==> config.mk <==
export PLATFORM = sky130hd
export DESIGN_NAME = atten_gain_decoder
export DESIGN_NICKNAME = d
export VERILOG_FILES = /design/src/rtl/atten_pkg.sv /design/src/rtl/atten_code_calc.sv /design/src/rtl/atten_therm_enc.sv /design/src/rtl/atten_gain_decoder.sv
export SDC_FILE = /design/constraint.sdc
export NUM_CORES = 1
export LEC_CHECK = 0
export CAP_MARGIN = 20
export CORE_MARGIN = 2
export CORE_UTILIZATION = 41
export DETAILED_ROUTE_END_ITERATION = 8
export PLACE_DENSITY = 0.75
export SETUP_SLACK_MARGIN = 0.4
export SYNTH_ARGS = -nofsm -noshare
export SYNTH_HDL_FRONTEND = slang
export SYNTH_SLANG_ARGS = --single-unit
export TNS_END_PERCENT = 100
==> constraint.sdc <==
create_clock -name clk -period 2.3 [get_ports clk]
set_input_delay 0.23 -clock clk [delete_from_list [all_inputs] [get_ports clk]]
set_output_delay 0.23 -clock clk [all_outputs]
set_load 0.01 [all_outputs]
==> src/rtl/atten_pkg.sv <==
package atten_pkg;
  // Width of the programmed and effective codes
  localparam int CODE_W    = 6;
  // Deepest attenuation code (0.5 dB per step)
  localparam int MAX_CODE  = 40;
  // Fast-attack selector width
  localparam int SEL_W     = 2;
  // Smallest fast-attack step in code units (2 dB)
  localparam int BASE_STEP = 4;
endpackage

==> src/rtl/atten_code_calc.sv <==
module atten_code_calc #(
  parameter int CODE_W    = atten_pkg::CODE_W,
  parameter int MAX_CODE  = atten_pkg::MAX_CODE,
  parameter int SEL_W     = atten_pkg::SEL_W,
  parameter int BASE_STEP = atten_pkg::BASE_STEP
) (
  input  logic [CODE_W-1:0] gain_code,
  input  logic [SEL_W-1:0]  step_sel,
  input  logic              fa_pin,
  output logic [CODE_W-1:0] code_out
);
  // Wide enough for max code plus the largest shifted step
  localparam int SUM_W = CODE_W + (1 << SEL_W);

  logic [SUM_W-1:0] base_c, step_c, sum_c;

  always_comb begin
    base_c = (SUM_W'(gain_code) > SUM_W'(MAX_CODE)) ? SUM_W'(MAX_CODE) : SUM_W'(gain_code);
    step_c = fa_pin ? (SUM_W'(BASE_STEP) << step_sel) : '0;
    sum_c  = base_c + step_c;
    if (sum_c > SUM_W'(MAX_CODE)) code_out = CODE_W'(MAX_CODE);
    else                          code_out = sum_c[CODE_W-1:0];
  end

  // Combinational result must stay inside the attenuator range
  always_comb begin
    assert_code_in_range_R5: assert (32'(code_out) <= MAX_CODE);
  end
endmodule

==> src/rtl/atten_therm_enc.sv <==
module atten_therm_enc #(
  parameter int CODE_W   = atten_pkg::CODE_W,
  parameter int MAX_CODE = atten_pkg::MAX_CODE
) (
  input  logic [CODE_W-1:0]   code_in,
  output logic [MAX_CODE-1:0] therm
);
  // One comparator per attenuator segment
  for (genvar i = 0; i < MAX_CODE; i++) begin : g_seg
    assign therm[i] = (32'(code_in) > i);
  end
endmodule

==> src/rtl/atten_gain_decoder.sv <==
module atten_gain_decoder #(
  parameter int CODE_W    = atten_pkg::CODE_W,
  parameter int MAX_CODE  = atten_pkg::MAX_CODE,
  parameter int SEL_W     = atten_pkg::SEL_W,
  parameter int BASE_STEP = atten_pkg::BASE_STEP
) (
  input  logic                clk,
  input  logic                rst,
  input  logic                enable,
  input  logic [CODE_W-1:0]   gain_code,
  input  logic [SEL_W-1:0]    step_sel,
  input  logic                fa_pin,
  output logic [MAX_CODE-1:0] therm_q,
  output logic [CODE_W-1:0]   eff_code_q
);
  logic [CODE_W-1:0]   eff_c;
  logic [MAX_CODE-1:0] therm_c;

  atten_code_calc #(
    .CODE_W(CODE_W), .MAX_CODE(MAX_CODE), .SEL_W(SEL_W), .BASE_STEP(BASE_STEP)
  ) u_calc (
    .gain_code(gain_code),
    .step_sel (step_sel),
    .fa_pin   (fa_pin),
    .code_out (eff_c)
  );

  atten_therm_enc #(
    .CODE_W(CODE_W), .MAX_CODE(MAX_CODE)
  ) u_enc (
    .code_in(eff_c),
    .therm  (therm_c)
  );

  // Single register stage: all attenuator bits move on one edge
  always_ff @(posedge clk) begin
    if (rst || !enable) begin
      therm_q    <= '0;
      eff_code_q <= '0;
    end else begin
      therm_q    <= therm_c;
      eff_code_q <= eff_c;
    end
  end

  assert_therm_count_R6: assert property (@(posedge clk) disable iff (rst)
    $countones(therm_q) == 32'(eff_code_q));

  assert_therm_contig_R6: assert property (@(posedge clk) disable iff (rst)
    (therm_q & (therm_q + 1'b1)) == '0);

  assert_eff_max_R5: assert property (@(posedge clk) disable iff (rst)
    32'(eff_code_q) <= MAX_CODE);

  assert_disable_zero_R8: assert property (@(posedge clk) disable iff (rst)
    !enable |=> (eff_code_q == '0 && therm_q == '0));

  assert_fa_release_R7: assert property (@(posedge clk) disable iff (rst)
    (enable && !fa_pin) |=>
      (32'(eff_code_q) == ((32'($past(gain_code)) > MAX_CODE) ? MAX_CODE : 32'($past(gain_code)))));
endmodule

# == Word level (Yosys, flattened, before mapping) ==
# Cells that the tools add are included.
# W data, S select, Z words.
# totals
input_bits,12
out_inout_bits,46
regBits,46
word_cells,51
# classes
reduce_logical,2
add_sub_neg,1
mux,3
magnitude_cmp,42
shift,1
# ops
operator,count
$gt A6 B5 Y1 const B,16
$gt A6 B6 Y1 const B,9
$gt A6 B4 Y1 const B,8
$gt A6 B3 Y1 const B,4
$gt A6 B1 Y1 const B,2
$gt A6 B2 Y1 const B,2
$mux W6,2
$add A10 B10 Y10,1
$gt A10 B6 Y1 const B,1
$mux W10,1
$shl A3 B2 Y10 const A,1
$logic_not A1 Y1,1
$logic_or A1 B1 Y1,1

# == Longest topological paths before layout ==
# logic_depth
ltp_word,6
ltp_mapped,11
mapped_depth_nobuf,10

# == Hierarchy ==
# A second synthesis with hierarchy kept.
# hier_totals
cells_unflattened,205
hier_area_um2,2079.5
# modules_own_cells
module,area_each_um2,cells_each,seq_area_each_um2,instances
atten_gain_decoder,1421.4,100,920.9,1
atten_therm_enc,397.9,71,0.0,1
atten_code_calc,260.2,34,0.0,1

# == Worst setup path after synthesis ==
# Ideal clock, no wire load.
# synth_timing
path_type,input to register
from,input port gain_code[3]
to,register therm_q[5]
arrival_time_ns,2.271
path_buffers,1
stages,10
t_required_ns,2.168
path_slack_ns,-0.103
setup_time_ns,0.132
path_cell_list,o21ai_4 > and2_1 > ha_1 > fa_1 > nor4b_1 > nand3_1 > and2_4 > buf_2 > nor3_1 > a21oi_1
# synth_via
elab_chain_cells,6
# synth_rtl
element,line,rtl
start: declaration,atten_gain_decoder.sv:10,"input logic [CODE_W-1:0] gain_code,"
$gt A6 B6 Y1,atten_code_calc.sv:18,base_c = (SUM_W'(gain_code) > SUM_W'(MAX_CODE)) ? SUM_W'(MAX_CODE) : SUM_W'(gain_code);
$mux W6 (*),atten_code_calc.sv:18,
$add A10 B10 Y10 (*),atten_code_calc.sv:20,sum_c = base_c + step_c;
$gt A10 B6 Y1,atten_code_calc.sv:21,if (sum_c > SUM_W'(MAX_CODE)) code_out = CODE_W'(MAX_CODE);
$mux W6 (*),atten_code_calc.sv:21,
$gt A6 B3 Y1 (*),atten_therm_enc.sv:10,assign therm[i] = (32'(code_in) > i);
end signal: assignment,atten_gain_decoder.sv:41,therm_q <= therm_c;
end: declaration,atten_gain_decoder.sv:13,"output logic [MAX_CODE-1:0] therm_q,"
# Every way passes the cells marked *; elsewhere a longest branch is shown, timed or not.
# A chain may end at the register's enable or synchronous reset.

# == Final worst setup path ==
# layout_timing
from,input port gain_code[3]
to,register therm_q[1]
# layout_via
elab_chain_cells,6
# layout_rtl
element,line
$gt A6 B6 Y1,atten_code_calc.sv:18
$mux W6 (*),atten_code_calc.sv:18
$add A10 B10 Y10 (*),atten_code_calc.sv:20
$gt A10 B6 Y1,atten_code_calc.sv:21
$mux W6 (*),atten_code_calc.sv:21
$gt A6 B1 Y1 (*),atten_therm_enc.sv:10
# Marked as above.

==> impl_metrics.py <==
metrics = {
    "clock_network": {
        "cts_tree": "yes",
        "clock-sinks": 46,
        "hold_buffers": 0,
        "root_buffer": "clkbuf_8",
        "cts_buffers": 5,
        "clock_path_buffers": 2,
        "path_clk_slew_ps": 80,
        "htreeDepth": 2,
    },
    "power_and_ir_drop": {
        "peakVddDrop_mv": 0.398,
        "p_per_area_nw_per_um2": 647,
        "total_power_mw": 2.13,
        "p_leak_nw": 1.37,
    },
    "worst_setup_path": {
        "endpoint": "therm_q[1]",
        "crit_fanout": 6,
        "crit_required_ps": 2470,
        "cp.arrival_ps": 2250,
        "end_kind": "flip-flop",
        "cp-startpoint": "gain_code[3]",
        "crit_type": "input port to flip-flop",
        "cp-start-kind": "input port",
    },
    "floorplanning": {
        "fp.dieArea_um2": 5080,
        "core_um2": 4350,
        "die_h_um": 71.3,
        "pin_count": 58,
        "start_util_pct": 42.6,
        "die_x_um": 71.3,
        "rows": 24,
    },
    "timing": {
        "rsz0062_at_grt": "true",
        "slew_headroom_pct": 65.1,
        "fin_ws_ps": 214,
        "fmax_ghz": 0.479,
        "hold_viol_final": 0,
        "maxSlewViolCount": 0,
        "worst_slew_pin_slew_ps": 524,
        "hold_slack_ps": 601,
        "setup_violations": 0,
        "layout_min_cycle_time_ps": 2090,
        "fin_crit_sh_pct": 90.7,
    },
    "routing": {
        "wl_per_cell_um": 15.7,
        "drt-total-wl_um": 5640,
        "ant_nets": 0,
        "remaining_drc_errors": 0,
        "drtPass1Iterations": 5,
        "drtIter0Drc": 201,
        "routed_via_density": 5.47,
        "vias": 1960,
    },
    "hold_path": {
        "hold_class": "input port to flip-flop",
    },
    "yosys": {
        "ys_seq_area_share_pct": 49.7,
        "async_reset_ff_share_pct": 0,
        "synthFlopType": "dfxtp_1",
        "synth_nets": 219,
        "yosys_warnings": 0,
        "synth_cells": 202,
        "synth_cell_types": 46,
        "synth.avg_cell_area_um2": 9.18,
        "ys_seq_elements": 46,
        "synth.cell_area_um2": 1850,
        "synth_edf_count": 0,
    },
    "placement": {
        "dpl.hpwl_um": 3720,
        "dp_cells": 341,
        "io_buffers": 57,
        "place_ws_ps": -686,
        "gp_congestion": 0.857,
    },
    "grt": {
        "gr-usage-all-layers_pct": 22.6,
        "grt_start_max_net_pins": 16,
        "gr-total-overflow": 0,
        "grt_pass1_wl_um": 8980,
        "antenna_found_initial": 0,
        "grt_pass1_vias": 1860,
    },
    "final_layout": {
        "n_antenna_cell": 0,
        "drive_above_1_share_pct": 39.5,
        "area_delta_synth_final_pct": 77.5,
        "fin_nets": 322,
        "utilization_pct": 75.6,
        "fin_cells": 358,
    },
    "status": {
        "status": "complete, no violations",
    },
    "job": {
        "max_cap_violations": 0,
    },
}
routing by layer:
metal,wire length (um),share of wire (%),track usage [%]
met4,98,1.7,8.18
met5,0,0,0
met1,2360,42,29.2
met3,379,6.7,4.50
met2,2800,50,37.6
power breakdown:
group / total, mW / internal, mW / switching, mW
sequential: 0.865 / 0.851 / 0.0143
clock: 0.608 / 0.326 / 0.282
combinational: 0.657 / 0.334 / 0.323
worst min-delay path by stage:
| stage | slack [ps] | startpoint | cells after the start | end |
|---|---|---|---|---|
| 2_1_floorplan | 400 | gain_code[0] | 2 | therm_q[34] |
| 3_3_place_gp | 960 | therm_q[0] | 1 | therm_q[0] |
| 3_5_place_dp | 960 | therm_q[25] | 1 | therm_q[25] |
| 4_1_cts | 590 | gain_code[4] | 5 | therm_q[33] |
| 5_1_grt | 610 | gain_code[5] | 6 | therm_q[0] |
| 6_report | 600 | gain_code[5] | 6 | therm_q[0] |
cells in the mapped netlist, types with 4 or more instances:
library cell	instances	share of area (%)
a21o_1	4	1.6
a21oi_1	27	7.3
a31oi_1	7	2.4
and2_1	5	1.7
and3_1	4	1.3
clkbuf_1	10	2.0
dfxtp_1	46	50
ha_1	4	2.7
inv_1	6	1.2
nand2_1	14	2.8
nand3_1	7	1.9
nor2_1	15	3.0
nor3_1	7	1.9
o21ai_0	8	2.2
critical path, stage by stage:
cell and delay [ps]:
buf_8 80, o21ai_4 50, and2_4 140, ha_4 160, fa_2 460, nor4b_2 310
nand3_1 160, and2_4 220, nor2_4 210, buf_12 160, a31oi_1 70
repair_timing:
item                                   in CTS  in global routing
buffers inserted                            8                  0
setup endpoints to repair                  46                 42
gates resized for setup                    56                 29
pin swaps                                  18                 23
gates cloned                                1                  0
endpoints found under the hold margin       0                  0
cells by family (layout without fill, tap and decap cells):
group / count (synthesis) / after routing / synth area share (%)
and+or+nand+nor: 66 / 66 / 19.0
AOI/OAI and AO/OA: 62 / 62 / 21.5
DFF: 46 / 46 / 49.7
buffers and inverters: 21 / 125 / 4.79
adders and majority gates: 5 / 5 / 3.78
xor gates and xnor gates: 2 / 2 / 1.35
final cells by class:
class                           instances  area [um^2]
Inverter                                6         27.5
Fill cell                             267         1060
Sequential cell                        46          921
Timing Repair Buffer                  111         1040
Clock buffer                            5         68.8
Multi-Input combinational cell        135         1120
Tap cell                               52         65.1
Clock inverter                          3         43.8
through the flow:
| stage | area, um^2 | TNS (ps) |
|---|---|---|
| 3_3_place_gp | 2870 | -17400 |
| 4_1_cts | 3150 | 0 |
| 2_1_floorplan | 1980 | 0 |
| 6_report | 3290 | 0 |
| 3_5_place_dp | 2870 | -20460 |
| 5_1_grt | 3290 | 0 |
layout by cell type (no fill, tap or decap), types with 5 or more instances in the layout:
cell type	netlist	layout
dfxtp_1	46	46
nand3_1	7	7
nand2_1	14	12
a21oi_1	27	15
buf_6	0	5
a21oi_2	0	11
buf_4	2	46
clkbuf_8	0	5
a31oi_1	7	6
clkdlybuf4s50_1	0	50
nor2_1	15	10
state kept, by name, summed over array words and instances (netlist names):
register and count:
therm_q 40, eff_code_q 6
(Power assumes the default switching activity.)
